`src/rtl/ovl_pkg.sv`:
```
package ovl_pkg;

    typedef struct packed {
        logic mapped;
        logic ret_pend;
    } map_state_t;

    localparam map_state_t MAP_RESET = '{mapped: 1'b0, ret_pend: 1'b0};

endpackage

```
`src/rtl/ovl_map_ctrl.sv`:
```
module ovl_map_ctrl
    import ovl_pkg::*;
(
    input  logic clk,
    input  logic rst_n,
    input  logic req_i,
    input  logic fetch_stb_i,
    input  logic ret_i,
    output logic mapped_o,
    output logic start_o,
    output logic advance_o,
    output logic finish_o
);

    map_state_t st_d, st_q;

    always_comb begin
        st_d      = st_q;
        start_o   = !st_q.mapped && req_i;
        advance_o = st_q.mapped && fetch_stb_i;
        finish_o  = advance_o && (ret_i || st_q.ret_pend);

        if (start_o) begin
            st_d.mapped   = 1'b1;
            st_d.ret_pend = 1'b0;
        end
        // return seen between strobes: remember it until the next strobe
        if (st_q.mapped && ret_i && !fetch_stb_i) begin
            st_d.ret_pend = 1'b1;
        end
        if (finish_o) begin
            st_d.mapped   = 1'b0;
            st_d.ret_pend = 1'b0;
        end
    end

    always_ff @(posedge clk or negedge rst_n) begin
        if (!rst_n) st_q <= MAP_RESET;
        else        st_q <= st_d;
    end

    assign mapped_o = st_q.mapped;

endmodule

```
`src/rtl/ovl_seq_counter.sv`:
```
module ovl_seq_counter #(
    parameter int OW = 8,
    parameter int LW = 16
) (
    input  logic          clk,
    input  logic          rst_n,
    input  logic          start_i,
    input  logic          advance_i,
    input  logic          finish_i,
    output logic [OW-1:0] addr_o,
    output logic [LW-1:0] run_len_o
);

    typedef struct packed {
        logic [OW-1:0] cnt;
        logic [LW-1:0] len;
        logic [LW-1:0] last;
    } seq_state_t;

    seq_state_t s_d, s_q;

    always_comb begin
        s_d = s_q;
        if (start_i) begin
            s_d.cnt = '0;
            s_d.len = '0;
        end
        if (advance_i) begin
            s_d.cnt = s_q.cnt + 1'b1;
            s_d.len = s_q.len + 1'b1;
        end
        if (finish_i) begin
            s_d.last = s_q.len + 1'b1;
        end
    end

    always_ff @(posedge clk or negedge rst_n) begin
        if (!rst_n) s_q <= '0;
        else        s_q <= s_d;
    end

    assign addr_o    = s_q.cnt;
    assign run_len_o = s_q.last;

endmodule

```
`src/rtl/ovl_addr_mux.sv`:
```
module ovl_addr_mux #(
    parameter int AW = 16,
    parameter int OW = 8
) (
    input  logic          mapped_i,
    input  logic [AW-1:0] cpu_addr_i,
    input  logic [OW-1:0] ovl_addr_i,
    output logic [AW-1:0] mem_addr_o
);

    for (genvar b = 0; b < AW; b++) begin : g_bit
        if (b < OW) begin : g_low
            assign mem_addr_o[b] = mapped_i ? ovl_addr_i[b] : cpu_addr_i[b];
        end else begin : g_high
            assign mem_addr_o[b] = cpu_addr_i[b];
        end
    end

endmodule

```
`src/rtl/ovl_fetch_mapper.sv`:
```
module ovl_fetch_mapper #(
    parameter int AW = 16,
    parameter int OW = 8,
    parameter int LW = 16
) (
    input  logic          clk,
    input  logic          rst_n,
    input  logic          irq_req,
    input  logic          fetch_stb,
    input  logic          ret_req,
    input  logic [AW-1:0] cpu_addr,
    output logic          main_en,
    output logic          ovl_en,
    output logic [OW-1:0] ovl_addr,
    output logic [AW-1:0] mem_addr,
    output logic [LW-1:0] run_len
);

    logic mapped, start, advance, finish;

    ovl_map_ctrl i_ctrl (
        .clk        (clk),
        .rst_n      (rst_n),
        .req_i      (irq_req),
        .fetch_stb_i(fetch_stb),
        .ret_i      (ret_req),
        .mapped_o   (mapped),
        .start_o    (start),
        .advance_o  (advance),
        .finish_o   (finish)
    );

    ovl_seq_counter #(.OW(OW), .LW(LW)) i_cnt (
        .clk       (clk),
        .rst_n     (rst_n),
        .start_i   (start),
        .advance_i (advance),
        .finish_i  (finish),
        .addr_o    (ovl_addr),
        .run_len_o (run_len)
    );

    ovl_addr_mux #(.AW(AW), .OW(OW)) i_mux (
        .mapped_i   (mapped),
        .cpu_addr_i (cpu_addr),
        .ovl_addr_i (ovl_addr),
        .mem_addr_o (mem_addr)
    );

    assign ovl_en  = mapped;
    assign main_en = !mapped;

endmodule

```
`config.mk`:
```
export PLATFORM = sky130hd
export DESIGN_NAME = ovl_fetch_mapper
export DESIGN_NICKNAME = d
export VERILOG_FILES = /design/src/rtl/ovl_pkg.sv /design/src/rtl/ovl_map_ctrl.sv /design/src/rtl/ovl_seq_counter.sv /design/src/rtl/ovl_addr_mux.sv /design/src/rtl/ovl_fetch_mapper.sv
export SDC_FILE = /design/constraint.sdc
export NUM_CORES = 1
export LEC_CHECK = 0
export BUFFER_PORTS_ARGS = -buffer_cell sky130_fd_sc_hd__buf_2
export CAP_MARGIN = 10
export CORE_MARGIN = 4
export CORE_UTILIZATION = 53
export DETAILED_ROUTE_END_ITERATION = 10
export PLACE_DENSITY = 0.91
export SYNTH_ARGS = -nofsm -noshare
export SYNTH_HDL_FRONTEND = slang
export SYNTH_SLANG_ARGS = --single-unit
```
`constraint.sdc`:
```
create_clock -name clk -period 2.17 [get_ports clk]
set_input_delay 0.651 -clock clk [delete_from_list [all_inputs] [get_ports clk]]
set_output_delay 0.651 -clock clk [all_outputs]
set_load 0.05 [all_outputs]
```
==> run metrics, run 1 <==
status=finished, final reports clean; Port-buffer cells=46; Pleak=1.22 nW; Comb power frac=32.5%; commonest non-fill, non-tap cell in the layout=buf_2; Starting Density=54.9%; met2 wire len=2370 um; GPL Wtd Cong=0.869; maximum VDD drop=0.635 mV; sequential-to-total area share from yosys stat=44.0%; first-pass GRT wire length=7810 um; die width=75.2 um; switching share of total power=38.9%; Clock Path Buffers=2; Max Clk Rate=485 MHz; H-tree level count=2; #FFs+latches synth=42; CTS resizes=1; CTS tree=done; Worst EP required=1.52 ns; Hold/Removal Path Class=in2async; RSZ-0062 raised after global routing=no; drt pass-1 iters=4; Syn Inst Count=261; met3 wire len=314 um; Num CTS Buffers=5; wire length on met1=1990 um; worst-path fanout max=15; Post-CTS Setup Bufs=0; largest net degree at the start of global routing=43; die area=5650 um^2; Max-slew headroom=59.4%; initial antenna violation count=0; fin crit period=2.06 ns; Iter 0 DRT Violations=126; Die Ht=75.2 um; setup tns final=0 ns; final max-slew violation count=0; final setup fails=0; worst-margin pin slew=0.603 ns; Clock Pin Slew Worst Setup and Hold Paths=0.08 ns; I/O pin total=63; Layout area overhead=7.33%; Netlist cell types=37; Vias=1809; layout cell share with drive strength beyond 1=27.3%; type of origin of the critical path=register; drt wl/cell=14.4 um; Synth Area per Inst=9.16 um^2; Core Util, Final=58.9%; Mapped Area=2390 um^2; net switching power=1.02 mW; area of the core=4350 um^2; MaxCap Viol Count=0; number of global-route vias before repair=1745; Detailed Place HPWL=3350 um; Cell Rows=24; YS warnings=0; WP data arrival=1.41 ns; Worst-Skew Late Latency=0.30 ns; Pint=1.61 mW; hold_buf cts=0; WL final=4700 um; commonest cells after routing, fill and taps aside=buf_2 (46), dfrtp_1 (41), nand2_1 (37); nets@finish=297; vias per std cell=5.53; CTS Sinks=42; clk root buf=clkbuf_8; final hold violations=0; post-layout power=2.63 mW; share of power burned in registers=38.5%; Clock power frac=29.0%; final period utilization=95.1%; Fill cells=387; DRC Markers=0; skew final=0.00779 ns; Power Dens Cells=1030 nW/um^2; antenna-violating nets left=0; GRT Total Usage=17.7%; Top Layer Used=met4; Setup CP Type=reg2out; Synth Net Count=284; ANT cells=0; GRT overflow=0; crit path capture type=primary output
-- synthesized netlist by cell type --
master | count | share of area [%]
dfrtp_1 | 42 | 44
nand2_1 | 37 | 5.8
buf_4 | 34 | 11
o21ai_0 | 32 | 6.7
nor2_1 | 15 | 2.4
nand3_1 | 11 | 2.3
clkbuf_1 | 9 | 1.4
xnor2_1 | 9 | 3.3
mux2_2 | 8 | 3.8
nand4_1 | 6 | 1.6
a21oi_1 | 5 | 1.0
a31oi_1 | 5 | 1.3
nor4_1 | 5 | 1.3
a22o_1 | 4 | 1.5
mux2i_1 | 4 | 1.7
inv_1 | 3 | 0.47
nand2b_1 | 3 | 0.79
o31ai_1 | 3 | 0.94
xor2_1 | 3 | 1.1
and2_1 | 2 | 0.52
clkbuf_8 | 2 | 1.2
ha_1 | 2 | 1.0
nor3_1 | 2 | 0.42
or3_1 | 2 | 0.52
a21bo_2 | 1 | 0.42
a21o_1 | 1 | 0.31
a2bb2oi_1 | 1 | 0.37
and3_1 | 1 | 0.26
and4_1 | 1 | 0.37
and4_2 | 1 | 0.42
buf_2 | 1 | 0.21
nand2_2 | 1 | 0.26
nand3_2 | 1 | 0.42
nand3b_1 | 1 | 0.31
o211ai_1 | 1 | 0.31
or2_2 | 1 | 0.26
or4_4 | 1 | 0.47
-- power by group through the flow --
| stage | clock network (mW) | logic [mW] | registers [mW] |
|---|---|---|---|
| final | 0.763 | 0.856 | 1.01 |
| after global routing | 0.807 | 0.921 | 1.04 |
| after CTS | 0.772 | 0.865 | 1.01 |
| after detailed placement | 0 | 0.860 | 1.02 |
| after global placement | 0 | 0.842 | 1.02 |
| after floorplan | 0 | 0.805 | 0.987 |
-- flip-flops by register name, indices dropped and copies added, names as in the netlist --
register,flops
i_ctrl.mapped_o,1
i_cnt.s_q,16
i_cnt.addr_o,8
i_ctrl.st_q,1
i_cnt.run_len_o,16
-- critical path: stages (launching register included) --
cell and delay, ns:
dfrtp_2 0.54, mux2_2 0.37, buf_2 0.21
-- cell families after synthesis --
group	synth area share [%]
adders and majority gates	1.05
DFF	44.0
and+or+nand+nor	18.4
xor gates and xnor gates	4.40
AOI/OAI and AO/OA	12.9
buffers and inverters	13.9
muxes	5.44
-- routing by layer --
metal,GRT usage [%],vias up
met1,22.1,851
met5,0,-
met2,30.7,57
met3,4.54,5
met4,4.08,0
li1,-,896
-- worst paths after layout --
path	startpoint	end	slack [ns]	cells past startpoint
max in group asynchronous	rst_n	i_ctrl.mapped_o	1.36	2
worst max register to register	i_cnt.s_q[21]	i_cnt.run_len_o[15]	0.32	4
worst max-delay path	i_ctrl.mapped_o	mem_addr[6]	0.11	2
worst min-delay path	rst_n	i_cnt.run_len_o[0]	0.41	2
worst min register to register	i_cnt.run_len_o[13]	i_cnt.run_len_o[13]	0.46	2
min in group clk	i_cnt.run_len_o[13]	i_cnt.run_len_o[13]	0.46	2
-- layout make-up --
class,instances,area [um^2],area share [%]
clock buffer,6,82.6,3.22
clock inverter,2,60.1,2.34
inverter,3,11.3,0.439
multi-input combinational,170,1010,39.2
sequential,42,1050,41.0
tap,52,65.1,2.54
timing repair buffer,52,288,11.2
-- per-stage QoR --
step | hold WS, ns | setup slack [ns] | instance area (um^2) | instances
2_1_floorplan | 0.355 | 0.0954 | 2390 | 261
3_3_place_gp | 0.444 | 0.287 | 2420 | 319
3_5_place_dp | 0.451 | 0.277 | 2420 | 319
4_1_cts | 0.432 | 0.0954 | 2570 | 327
5_1_grt | 0.448 | 0.0425 | 2570 | 327
6_report | 0.410 | 0.107 | 2570 | 327
Power figures use the tool's default switching activity.
==> run 2: changes to the inputs <==
--- a/config.mk
+++ b/config.mk
@@ -7,10 +7,12 @@
 export LEC_CHECK = 0
 export BUFFER_PORTS_ARGS = -buffer_cell sky130_fd_sc_hd__buf_2
 export CAP_MARGIN = 10
+export CELL_PAD_IN_SITES_DETAIL_PLACEMENT = 0
+export CELL_PAD_IN_SITES_GLOBAL_PLACEMENT = 1
 export CORE_MARGIN = 4
-export CORE_UTILIZATION = 53
+export CORE_UTILIZATION = 39
 export DETAILED_ROUTE_END_ITERATION = 10
-export PLACE_DENSITY = 0.91
+export PLACE_DENSITY = 0.9
 export SYNTH_ARGS = -nofsm -noshare
 export SYNTH_HDL_FRONTEND = slang
 export SYNTH_SLANG_ARGS = --single-unit
==> run 2 against run 1 <==
  * Power down 11%
  * Critical path depth unchanged
  * Combinational power down 1%
  * Routed wire length down 2.3%
  * Largest power group unchanged
  * Sequential power about the same
  * First-iteration DRC count up 5.6%
==> run metrics, run 2 (synthesis results as in run 1) <==
status=finished, final reports clean; wire length on met1=2150 um (+8.2%); ANT cells=0 (unchanged); worst-path fanout max=9 (-6); fin crit period=2.00 ns (-0.0588 ns); die area=7450 um^2 (+32%); worst-margin pin slew=0.673 ns (+0.0694 ns); CP max-delay cell=dfrtp_2; I/O pin total=63 (unchanged); final max-slew violation count=0 (unchanged); cell family with most CP delay=flip-flops; layout cell share with drive strength beyond 1=27.0% (-0.27 points); Power Dens Cells=923 nW/um^2 (-10%); share of power burned in registers=43.4% (+4.9 points); GPL Wtd Cong=0.825 (-5.0%); hold_buf cts=0 (unchanged); Max Clk Rate=499 MHz (+2.9%); CP max stage delay=0.49 ns (-0.05 ns); crit path capture type=primary output; GRT overflow=0 (unchanged); largest net degree at the start of global routing=43 (unchanged); met2 wire len=2130 um (-10%); drt wl/cell=13.2 um (-8.4%); crit path launch=i_ctrl.mapped_o; H-tree level count=2 (unchanged); Cell Rows=28 (+17%); clk root buf=clkbuf_8; net switching power=1.01 mW (-1.7%); Starting Density=40.4% (-15 points); Layout area overhead=5.86%; Top Layer Used=met4; first-pass GRT wire length=7870 um (+0.72%); final hold violations=0 (unchanged); WP data arrival=1.35 ns (-0.06 ns); maximum VDD drop=0.486 mV (-23%); setup tns final=0 ns (unchanged); Worst-Skew Late Latency=0.29 ns (about the same); post-layout power=2.34 mW (-11%); commonest non-fill, non-tap cell in the layout=buf_2; RSZ-0062 raised after global routing=no; Die Ht=86.3 um (+15%); CP bufs+invs=1 (unchanged); Iter 0 DRT Violations=133 (+5.6%); antenna-violating nets left=0 (unchanged); area of the core=5920 um^2 (+36%); Detailed Place HPWL=3350 um (about the same); Clock Path Buffers=2 (unchanged); Worst EP required=1.52 ns (about the same); Reg2Reg Launch Point=i_cnt.s_q[16]; Vias=1765 (-2.4%); number of global-route vias before repair=1695 (-2.9%); commonest cells after routing, fill and taps aside=buf_2 (46), dfrtp_1 (41), nand2_1 (37); critical-path cell list=mux2_2, buf_2; Clock power frac=20.5% (-8.5 points); switching share of total power=43.1% (+4.2 points); Comb power frac=36.1% (+3.6 points); vias per std cell=5.06 (-8.6%); CTS tree=done; skew final=0.00778 ns (-0.0000165 ns); Hold/Removal Path Class=in2async; Port-buffer cells=46 (unchanged); Num CTS Buffers=5 (unchanged); DRC Markers=0 (unchanged); die width=86.3 um (+15%); Pint=1.33 mW (-17%); Max-slew headroom=54.8% (-4.7 points); r2r setup slk=0.32 ns (about the same); Clock Pin Slew Worst Setup and Hold Paths=0.08 ns (about the same); Fill cells=596 (+54%); drt pass-1 iters=4 (unchanged); WL final=4600 um (-2.3%); nets@finish=297 (unchanged); Pleak=1.19 nW (-2.3%); final setup fails=0 (unchanged); initial antenna violation count=0 (unchanged); final period utilization=92.4% (-2.7 points); Setup CP Type=reg2out; GRT Total Usage=12.9% (-4.7 points); met3 wire len=259 um (-18%); CTS Sinks=42 (unchanged); type of origin of the critical path=register; MaxCap Viol Count=0 (unchanged)
run 2: power groups by stage:
stage | clock [mW] | sequential, mW | combinational [mW]
global placement | 0 | 1.03 | 0.842
floorplan | 0 | 0.987 | 0.805
global route | 0.526 | 1.03 | 0.909
detailed placement | 0 | 1.03 | 0.855
finish | 0.479 | 1.01 | 0.844
CTS | 0.499 | 1.02 | 0.857
run 2: layout make-up:
cell class | instances | area, um^2 | area share, %
tap | 75 | 93.8 | 3.71
clock inverter | 2 | 10.0 | 0.395
timing repair buffer | 52 | 288 | 11.4
inverter | 3 | 11.3 | 0.445
sequential | 42 | 1050 | 41.6
multi-input combinational | 170 | 1010 | 39.8
clock buffer | 5 | 68.8 | 2.72
run 2: per-stage QoR:
step | worst slack [ns] | std cells | area [um^2] | hold slack, ns | utilization [%]
6_report | 0.166 | 349 | 2530 | 0.415 | 42.8
5_1_grt | 0.0859 | 349 | 2530 | 0.458 | 42.8
4_1_cts | 0.0375 | 349 | 2530 | 0.431 | 42.7
3_5_place_dp | 0.305 | 342 | 2450 | 0.463 | 41.4
3_3_place_gp | 0.326 | 342 | 2450 | 0.445 | 41.4
2_1_floorplan | 0.0954 | 261 | 2390 | 0.355 | -
run 2: worst paths after layout:
path / cells after the start / endpoint
max: 2 / mem_addr[2]
min: 2 / i_cnt.run_len_o[10]
max reg2reg: 5 / i_cnt.s_q[30]
min reg2reg: 2 / i_cnt.run_len_o[12]
max in group asynchronous: 2 / i_ctrl.mapped_o
min in group clk: 2 / i_cnt.run_len_o[12]
run 2: worst reg2reg max path, stage by stage, from the launching register on:
cell and delay [ns]:
dfrtp_1 0.44, ha_1 0.30, nand4_1 0.19, nor4_1 0.54
nand2b_1 0.18, a31oi_1 0.08
run 2: routing by layer:
layer  track usage [%]  vias up
met2              20.9       37
met3              3.42        8
met1              17.2      823
met5                 0        -
met4              3.82        0
li1                  -      897
run 2: what timing repair did:
action | in CTS | in global routing
setup buffers | 0 | 0
endpoints found under the setup margin | 0 | 7
hold endpoints to repair | 0 | 0
resized for setup | 0 | 1
==> run 3: changes to the inputs <==
--- a/config.mk
+++ b/config.mk
@@ -12,7 +12,8 @@
 export CORE_MARGIN = 4
 export CORE_UTILIZATION = 39
 export DETAILED_ROUTE_END_ITERATION = 10
-export PLACE_DENSITY = 0.9
+export PLACE_DENSITY = 0.81
+export SETUP_SLACK_MARGIN = 0.05
 export SYNTH_ARGS = -nofsm -noshare
 export SYNTH_HDL_FRONTEND = slang
 export SYNTH_SLANG_ARGS = --single-unit
==> run 3 against run 2 <==
  * Worst hold slack lost 0.093 ns
  * Worst setup slack got worse by 0.058 ns
  * Maximum frequency shrank 2.8%
  * Routed wire length is 3.9% higher
  * Die area is the same
  * Critical path type unchanged
  * Non-clock buffer count rose by 3
==> run metrics, run 3 (synthesis results as in run 1) <==
commonest non-fill, non-tap cell in the layout=buf_2; Max Clk Rate=485 MHz (-2.8%); vias per std cell=5.07 (+0.16%); worst-path fanout max=14 (+5); initial antenna violation count=0 (unchanged); status=finished, final reports clean; Global Route met1 Usage=17.4% (+0.20 points); WL final=4780 um (+3.9%); Worst-Skew Late Latency=0.30 ns (about the same); GRT busiest layer=met2; met3 usage=3.99% (+0.57 points); largest net degree at the start of global routing=31 (-28%); ANT cells=0 (unchanged); met2 Use GR=23.3% (+2.4 points); I/O pin total=63 (unchanged); Starting Density=40.4% (unchanged); worst-margin pin slew=0.568 ns (-0.105 ns); clk root buf=clkbuf_8; Iter 0 DRT Violations=97 (-27%); CTS tree=done; setup tns final=0 ns (unchanged); Max-slew headroom=61.8% (+7.1 points); non-filler cells in the finished layout=353 (+1.1%); Finished Cell Area=2590 um^2 (+2.5%); DRC Markers=0 (unchanged); WP data arrival=1.41 ns (+0.06 ns); GPL Wtd Cong=0.791 (-4.2%); crit path capture type=primary output; CTS Sinks=42 (unchanged); die area=7450 um^2 (unchanged); final setup fails=0 (unchanged); commonest cells after routing, fill and taps aside=buf_2 (46), dfrtp_1 (41), nand2_1 (37); H-tree level count=2 (unchanged); fin crit period=2.06 ns (+0.0583 ns); Die Ht=86.3 um (unchanged); setup ws final=0.108 ns (-0.0583 ns); Layout area overhead=8.48%; final hold violations=0 (unchanged); Setup CP Type=reg2out; pre-CTS WS=0.258 ns (-0.0473 ns); RSZ-0062 raised after global routing=yes; final period utilization=95.0% (+2.7 points); GRT Total Usage=13.8% (+0.81 points); Num CTS Buffers=5 (unchanged); antenna-violating nets left=0 (unchanged); skew final=0.00661 ns (-0.00117 ns); cell count after placement=344 (+0.58%); number of global-route vias before repair=1768 (+4.3%); area of the core=5920 um^2 (unchanged); Core Util, Final=43.8% (+1.1 points); Clock Pin Slew Worst Setup and Hold Paths=0.08 ns (about the same); Port-buffer cells=46 (unchanged); drt pass-1 iters=6 (+2); Cell Rows=28 (unchanged); Hold/Removal Path Class=in2async; placed cell areas=2480 um^2 (+1.1%); Pleak=1.22 nW (+2.4%); type of origin of the critical path=register; GRT overflow=0 (unchanged); Power Dens Cells=960 nW/um^2 (+4.0%); nets@finish=300 (+1.0%); first-pass GRT wire length=8300 um (+5.5%); Clock Path Buffers=2 (unchanged); final max-slew violation count=0 (unchanged); maximum VDD drop=0.670 mV (+38%); hold_buf cts=0 (unchanged); Vias=1788 (+1.3%); layout cell share with drive strength beyond 1=27.3% (+0.33 points); drt wl/cell=13.5 um (+2.8%); Detailed Place HPWL=3510 um (+4.8%); Worst EP required=1.52 ns (about the same); die width=86.3 um (unchanged); MaxCap Viol Count=0 (unchanged)
[run 3: changes by cell type in the layout (fill, tap and decap cells not counted)]
cell and delta:
clkinv_2 -2, bufinv_16 +1, buf_12 +1, clkbuf_1 +2, buf_4 +2
[run 3: final cells by class]
| type | instances | area, um^2 |
|---|---|---|
| clock buffers | 7 | 76.3 |
| clock inverters | 1 | 30.0 |
| fillers | 600 | 3330 |
| inverters | 3 | 11.3 |
| multi-input cells | 170 | 1010 |
| flip-flops and latches | 42 | 1050 |
| well taps | 75 | 93.8 |
| repair buffers | 55 | 323 |
[run 3: repair_timing]
item / in CTS / in global routing
gates resized for setup: 1 / 0
buffers inserted: 0 / 1
pin swaps: 0 / 0
setup endpoints to repair: 8 / 7
[run 3: path summary, 6_finish.rpt]
| check | from | to | slack, ns | depth (start not counted) |
|---|---|---|---|---|
| worst min register to register | i_cnt.run_len_o[10] | i_cnt.run_len_o[10] | 0.47 | 2 |
| worst min-delay path | rst_n | i_cnt.run_len_o[14] | 0.32 | 1 |
| worst max-delay path | i_ctrl.mapped_o | mem_addr[7] | 0.11 | 2 |
| min in group clk | i_cnt.run_len_o[10] | i_cnt.run_len_o[10] | 0.47 | 2 |
| worst max register to register | i_cnt.s_q[17] | i_cnt.run_len_o[14] | 0.32 | 5 |
| max in group asynchronous | rst_n | i_ctrl.mapped_o | 1.34 | 2 |
[run 3: through the flow]
step | total power, mW | hold WS, ns
2_1_floorplan | 1.79 | 0.355
3_3_place_gp | 1.88 | 0.445
3_5_place_dp | 1.90 | 0.466
4_1_cts | 2.51 | 0.342
5_1_grt | 2.63 | 0.367
6_report | 2.49 | 0.322
[run 3: layer usage]
layer / up-vias / routed length (um)
met2: 32 / 2360
met5: - / 0
met3: 3 / 215
met1: 851 / 2170
li1: 902 / -
met4: 0 / 37
[run 3: worst max-delay path, cell delays in order, from the launching register on]
cell     delay [ns]
dfrtp_2        0.53
mux2_2         0.37
buf_2          0.21
[run 3: power by group]
part	internal, mW	switching (mW)
logic	0.243	0.626
registers	0.884	0.124
clock network	0.344	0.267
